## config.mk

```make
export PLATFORM = sky130hd
export DESIGN_NAME = baud_tick_gen
export DESIGN_NICKNAME = d
export VERILOG_FILES = /design/src/rtl/baud_pkg.sv /design/src/rtl/baud_shadow.sv /design/src/rtl/baud_stretch.sv /design/src/rtl/baud_fsm.sv /design/src/rtl/baud_tick_gen.sv
export SDC_FILE = /design/constraint.sdc
export NUM_CORES = 1
export LEC_CHECK = 0
export ABC_AREA = 1
export BUFFER_PORTS_ARGS = -buffer_cell sky130_fd_sc_hd__buf_2
export CAP_MARGIN = 20
export CORE_MARGIN = 4
export CORE_UTILIZATION = 50
export CTS_CLUSTER_SIZE = 8
export DETAILED_ROUTE_END_ITERATION = 8
export GPL_TIMING_DRIVEN = 0
export HOLD_SLACK_MARGIN = 0.15
export PLACE_DENSITY_LB_ADDON = 0.12
export SYNTH_ARGS = -nofsm -noshare
export SYNTH_HDL_FRONTEND = slang
export SYNTH_HIERARCHICAL = 1
export SYNTH_SLANG_ARGS = --single-unit
```

## constraint.sdc

```tcl
create_clock -name clk -period 2.3 [get_ports clk]
set_clock_uncertainty 0.2 [all_clocks]
set_input_delay 0.23 -clock clk [delete_from_list [all_inputs] [get_ports clk]]
set_output_delay 0.23 -clock clk [all_outputs]
set_load 0.03 [all_outputs]
```

## src/rtl/baud_pkg.sv

```systemverilog
package baud_pkg;
    localparam int SLOT_N = 16;
    localparam int IDX_W  = $clog2(SLOT_N);

    typedef enum logic [1:0] {
        ST_IDLE  = 2'd0,
        ST_COUNT = 2'd1,
        ST_EXTRA = 2'd2
    } baud_state_t;
endpackage

```

## src/rtl/baud_shadow.sv

```systemverilog
module baud_shadow #(
    parameter int DIV_W  = 12,
    parameter int FRAC_W = 16
) (
    input  logic              clk,
    input  logic              rst,
    input  logic              load,
    input  logic [DIV_W-1:0]  div_in,
    input  logic [FRAC_W-1:0] frac_in,
    output logic [DIV_W-1:0]  div_q,
    output logic [FRAC_W-1:0] frac_q
);
    always_ff @(posedge clk) begin
        if (rst) begin
            div_q  <= '0;
            frac_q <= '0;
        end else if (load) begin
            div_q  <= div_in;
            frac_q <= frac_in;
        end
    end
endmodule

```

## src/rtl/baud_stretch.sv

```systemverilog
module baud_stretch
    import baud_pkg::*;
#(
    parameter bit PATTERN_MODE = 1'b1,
    parameter int FRAC_W       = 16
) (
    input  logic [FRAC_W-1:0] frac_q,
    input  logic [IDX_W-1:0]  idx,
    output logic              stretch
);
    generate
        if (PATTERN_MODE) begin : g_pattern
            // one flag per sample slot, slot 0 first
            assign stretch = frac_q[idx];
        end else begin : g_remainder
            // remainder r stretches slots 0 .. r-1
            assign stretch = (idx < frac_q);
        end
    endgenerate
endmodule

```

## src/rtl/baud_fsm.sv

```systemverilog
module baud_fsm
    import baud_pkg::*;
#(
    parameter int DIV_W = 12
) (
    input  logic             clk,
    input  logic             rst,
    input  logic             enable,
    input  logic [DIV_W-1:0] div_q,
    input  logic             stretch,
    output logic             tick,
    output logic [IDX_W-1:0] idx,
    output logic             bit_end,
    output logic             running
);
    localparam logic [IDX_W-1:0] LAST_IDX = IDX_W'(SLOT_N - 1);

    baud_state_t      state_q, state_d;
    logic [DIV_W-1:0] cnt_q, cnt_d;
    logic [IDX_W-1:0] idx_q, idx_d;
    logic             base_done;

    assign base_done = (cnt_q == div_q);

    always_ff @(posedge clk) begin
        if (rst) begin
            state_q <= ST_IDLE;
            cnt_q   <= '0;
            idx_q   <= '0;
        end else begin
            state_q <= state_d;
            cnt_q   <= cnt_d;
            idx_q   <= idx_d;
        end
    end

    always_comb begin
        state_d = state_q;
        cnt_d   = cnt_q;
        idx_d   = idx_q;
        unique case (state_q)
            ST_IDLE: begin
                cnt_d = '0;
                idx_d = '0;
                if (enable) state_d = ST_COUNT;
            end
            ST_COUNT: begin
                if (!enable) begin
                    state_d = ST_IDLE;
                    cnt_d   = '0;
                    idx_d   = '0;
                end else if (base_done) begin
                    cnt_d = '0;
                    if (stretch) begin
                        state_d = ST_EXTRA;
                    end else begin
                        idx_d = idx_q + IDX_W'(1);
                    end
                end else begin
                    cnt_d = cnt_q + DIV_W'(1);
                end
            end
            ST_EXTRA: begin
                cnt_d = '0;
                if (!enable) begin
                    state_d = ST_IDLE;
                    idx_d   = '0;
                end else begin
                    state_d = ST_COUNT;
                    idx_d   = idx_q + IDX_W'(1);
                end
            end
            default: begin
                state_d = ST_IDLE;
                cnt_d   = '0;
                idx_d   = '0;
            end
        endcase
    end

    always_comb begin
        tick    = 1'b0;
        running = (state_q != ST_IDLE);
        unique case (state_q)
            ST_IDLE:  tick = 1'b0;
            ST_COUNT: tick = enable && base_done && !stretch;
            ST_EXTRA: tick = enable;
            default:  tick = 1'b0;
        endcase
        idx     = idx_q;
        bit_end = tick && (idx_q == LAST_IDX);
    end
endmodule

```

## src/rtl/baud_tick_gen.sv

```systemverilog
module baud_tick_gen
    import baud_pkg::*;
#(
    parameter int  DIV_W        = 12,
    parameter bit  PATTERN_MODE = 1'b1,
    localparam int FRAC_W       = PATTERN_MODE ? SLOT_N : IDX_W
) (
    input  logic              clk,
    input  logic              rst,
    input  logic              enable,
    input  logic [DIV_W-1:0]  div_in,
    input  logic [FRAC_W-1:0] slot_in,
    output logic              tick,
    output logic [IDX_W-1:0]  sample_idx,
    output logic              bit_end
);
    logic [DIV_W-1:0]  div_q;
    logic [FRAC_W-1:0] frac_q;
    logic              stretch;
    logic              running;
    logic              shadow_load;

    // shadows follow inputs while idle, otherwise reload only at a bit boundary
    assign shadow_load = !running || bit_end;

    baud_shadow #(.DIV_W(DIV_W), .FRAC_W(FRAC_W)) u_shadow (
        .clk     (clk),
        .rst     (rst),
        .load    (shadow_load),
        .div_in  (div_in),
        .frac_in (slot_in),
        .div_q   (div_q),
        .frac_q  (frac_q)
    );

    baud_stretch #(.PATTERN_MODE(PATTERN_MODE), .FRAC_W(FRAC_W)) u_stretch (
        .frac_q  (frac_q),
        .idx     (sample_idx),
        .stretch (stretch)
    );

    baud_fsm #(.DIV_W(DIV_W)) u_fsm (
        .clk     (clk),
        .rst     (rst),
        .enable  (enable),
        .div_q   (div_q),
        .stretch (stretch),
        .tick    (tick),
        .idx     (sample_idx),
        .bit_end (bit_end),
        .running (running)
    );
endmodule

```

==> results_dict.tcl <==
set metrics [dict create \
    die_x_um 82.23 \
    die-height_um 82.23 \
    detail_route.wl_per_cell_um 11.10 \
    vias 2643 \
    finish.utilization_pct 71.21 \
    yosysUniqueCellTypes 27 \
    ys.flop_type "dfxtp_1" \
    synth_seq_area_share_pct 33.42 \
    hold_depth 5 \
    synth_top_cells_by_count "132 x nand2_1, 78 x inv_1, 62 x nor2_1, 46 x dfxtp_1, 24 x nor2_2" \
    synth.avg_cell_area_um2 6.378 \
    shortest_clock_period_the_worst_path_allows_after_layout_ns 2.391 \
    drt_pass1_iterations 4 \
    vdd.ir_drop.worst_mv 0.7153 \
    track_usage_pct 19.98 \
    fp.dieArea_um2 6762 \
    post-dp-hpwl_um 4085 \
    initial_core_util_pct 52.60 \
    clock_root_buffer "clkbuf_8" \
    crit_type "reg2out" \
    post_synth_and_or_nand_nor_area_fraction_pct 44.14 \
    grt_start_max_net_pins 15 \
    n_diodes 0 \
    worst_skew_pair.late_latency_ns 0.31 \
    worst-endpoint-arrival_ns 1.96 \
    drcViolationCount 0 \
    num_rows 26 \
    synth_most_common_cell "nand2_1" \
    post_synth_mux_area_share_pct 0 \
    fmax_ghz 0.4182 \
    violations "setup timing" \
    grt_pass1_wl_um 10490 \
    yosys-top-cells-area "dfxtp_1 33%, nand2_1 18%, inv_1 11%, nor2_1 8.4%, nor2_2 5.4%" \
    gr-total-overflow 0 \
    detail_route.vias_per_cell 4.518 \
    critical_path.startpoint_type "flop" \
    global_route.peak_usage_layer "met2" \
    gp_congestion 0.8815 \
    path_max_fanout 5 \
    portBuffers 36 \
    outcome "complete, but fails checks" \
    yosys_register_bits 46 \
    grtUsageMet3_pct 5.531 \
    final_antenna_net_count 0 \
    wl_um 6494 \
    first_global_vias 2496 \
    power-per-cell-area_nw_per_um2 1114 \
    clock_tree_from_tritoncts "built" \
    grt_use_met1_pct 22.75 \
    final-hold-violation-count 0 \
    clk_pin_slew_ns 0.08 \
    synthesized_netlist_cell_count 432 \
    largest_family_of_logic_cells_by_synthesized_area "simple AND/OR/NAND/NOR gates" \
    setup-tns-final_ns -1.285 \
    cts_made_buffers 5 \
    timing.critical_path.to_type "primary output" \
    synth.largest_area_cell "dfxtp_1" \
    core_area_um2 5238 \
    warning_count_from_the_yosys_run 6 \
    post_synth_instance_area_um2 2755 \
    setup_slack_ns -0.09105 \
    worstPathRequired_ns 1.87 \
    ff2ff_path_depth 19 \
    htree_num_levels 2 \
    max_cap_violations 0 \
    synthArstFlopShare_pct 0 \
    synthXorXnorAreaFrac_pct 2.543 \
    clk_path_buf_depth 2 \
    worstHoldPathType "in2reg" \
    setup_violations 27 \
    grt_use_met2_pct 35.58 \
    tightestPinTransition_ns 0.3492 \
    cts_num_sinks 46 \
    yosysTopAreaCellShare_pct 33.42 \
    rsz0062_at_grt "yes" \
    synth_compound_area_share_pct 2.044 \
    number_of_max_slew_violations_in_the_final_report 0 \
    max_slew_margin_pct 76.72 \
    drive_above_1_share_pct 30.68 \
    synthesis.nets 469 \
    nets 551 \
    ioPinCount 37 \
    post_synth_edffs 0 \
    antenna_found_initial 0 \
    total_leakage_power_nw 1.848 \
    drc_violation_total_after_the_first_tritonroute_iteration 94 \
    area_growth_pct 35.38 \
    synth-adder-area-share_pct 2.725 \
    finalCritPeriodShare_pct 104.0 \
]
==> worst max-delay path: stages (launching register included) <==
cell and delay (ns):
dfxtp_4 0.36, buf_4 0.15, nand2_1 0.08, nand2_2 0.05
nand2_1 0.05, nand3_1 0.06, nand3_1 0.09, nand2_2 0.10
nor2_4 0.10, inv_1 0.05, o21ai_1 0.14, nand2_1 0.12
nor2_4 0.15, buf_6 0.14
==> final timing paths <==
kind	from	slack [ns]	to
min reg2reg	u_shadow/frac_q[0]	0.28	u_shadow/frac_q[0]
max	u_fsm/idx[0]	-0.09	bit_end
min	enable	0.18	u_fsm/idx[0]
max reg2reg	u_fsm/idx[0]	-0.08	u_shadow/frac_q[10]
==> timing repair <==
| action | 4_1_cts | 5_1_grt |
|---|---|---|
| setup endpoints to repair | 30 | 30 |
| pin swaps | 5 | 13 |
| hold buffers | 29 | 0 |
| hold endpoints to repair | 34 | 0 |
| cloned | 3 | 1 |
| buffers inserted | 3 | 4 |
| resized for setup | 13 | 62 |
==> per-layer routing <==
metal | vias up | share of wire (%)
met4 | 0 | 1.8
met2 | 41 | 52
met5 | - | 0
met3 | 11 | 3.3
met1 | 1160 | 42
li1 | 1431 | -
==> area by class of cell <==
cell class	count	area, µm²
clock buffers	6	72.57
well taps	70	87.58
repair buffers	76	614.3
plain buffers	9	112.6
inverters	84	327.8
multi-input cells	292	1570
flip-flops and latches	46	930.9
fillers	423	1508
clock inverters	2	13.76
==> logic make-up (layout without fill, tap and decap cells) <==
group,after synthesis,in the layout
compound gates,11,11
xor+xnor,8,8
fa+ha+maj,6,6
buf+inv,94,177
flops,46,46
simple gates,267,267
==> flip-flops by register name, summed over array words and instances, names as in the netlist <==
signal           flops
u_shadow/frac_q     16
u_fsm/state_q        2
u_fsm/idx            4
u_fsm/cnt_q         12
u_shadow/div_q      12
==> power breakdown <==
group	leakage, nW	internal, mW	switching [mW]
registers	0.382	1.04	0.192
logic	1.42	1.13	1.30
clock network	0.0452	0.215	0.283
total	1.85	2.39	1.77
==> cell usage in the layout, fill, tap and decap left out, types with 6 or more instances in the layout <==
cell type	instances
a21oi_1	8
buf_2	36
buf_6	9
dfxtp_1	42
dlygate4sd3_1	29
ha_1	6
inv_1	77
inv_2	6
nand2_1	99
nand2_2	35
nand2_4	7
nand3_1	20
nor2_1	58
nor2_2	25
==> per-stage QoR <==
step                      area [µm²]  setup slack (ns)  total power [mW]  std cells  hold WS [ns]
after CTS                       3471          -0.02566             3.652        580        0.1641
after detailed placement        3035           -0.1383             2.969        538        0.2440
after global placement          3035           -0.1189             2.944        538        0.2418
final                           3730          -0.09105             4.156        585        0.1773
after floorplan                 2768          -0.06172             2.649        432       0.09907
after global routing            3730           -0.2188             4.503        585        0.1816
Power figures use the tool's default switching activity.
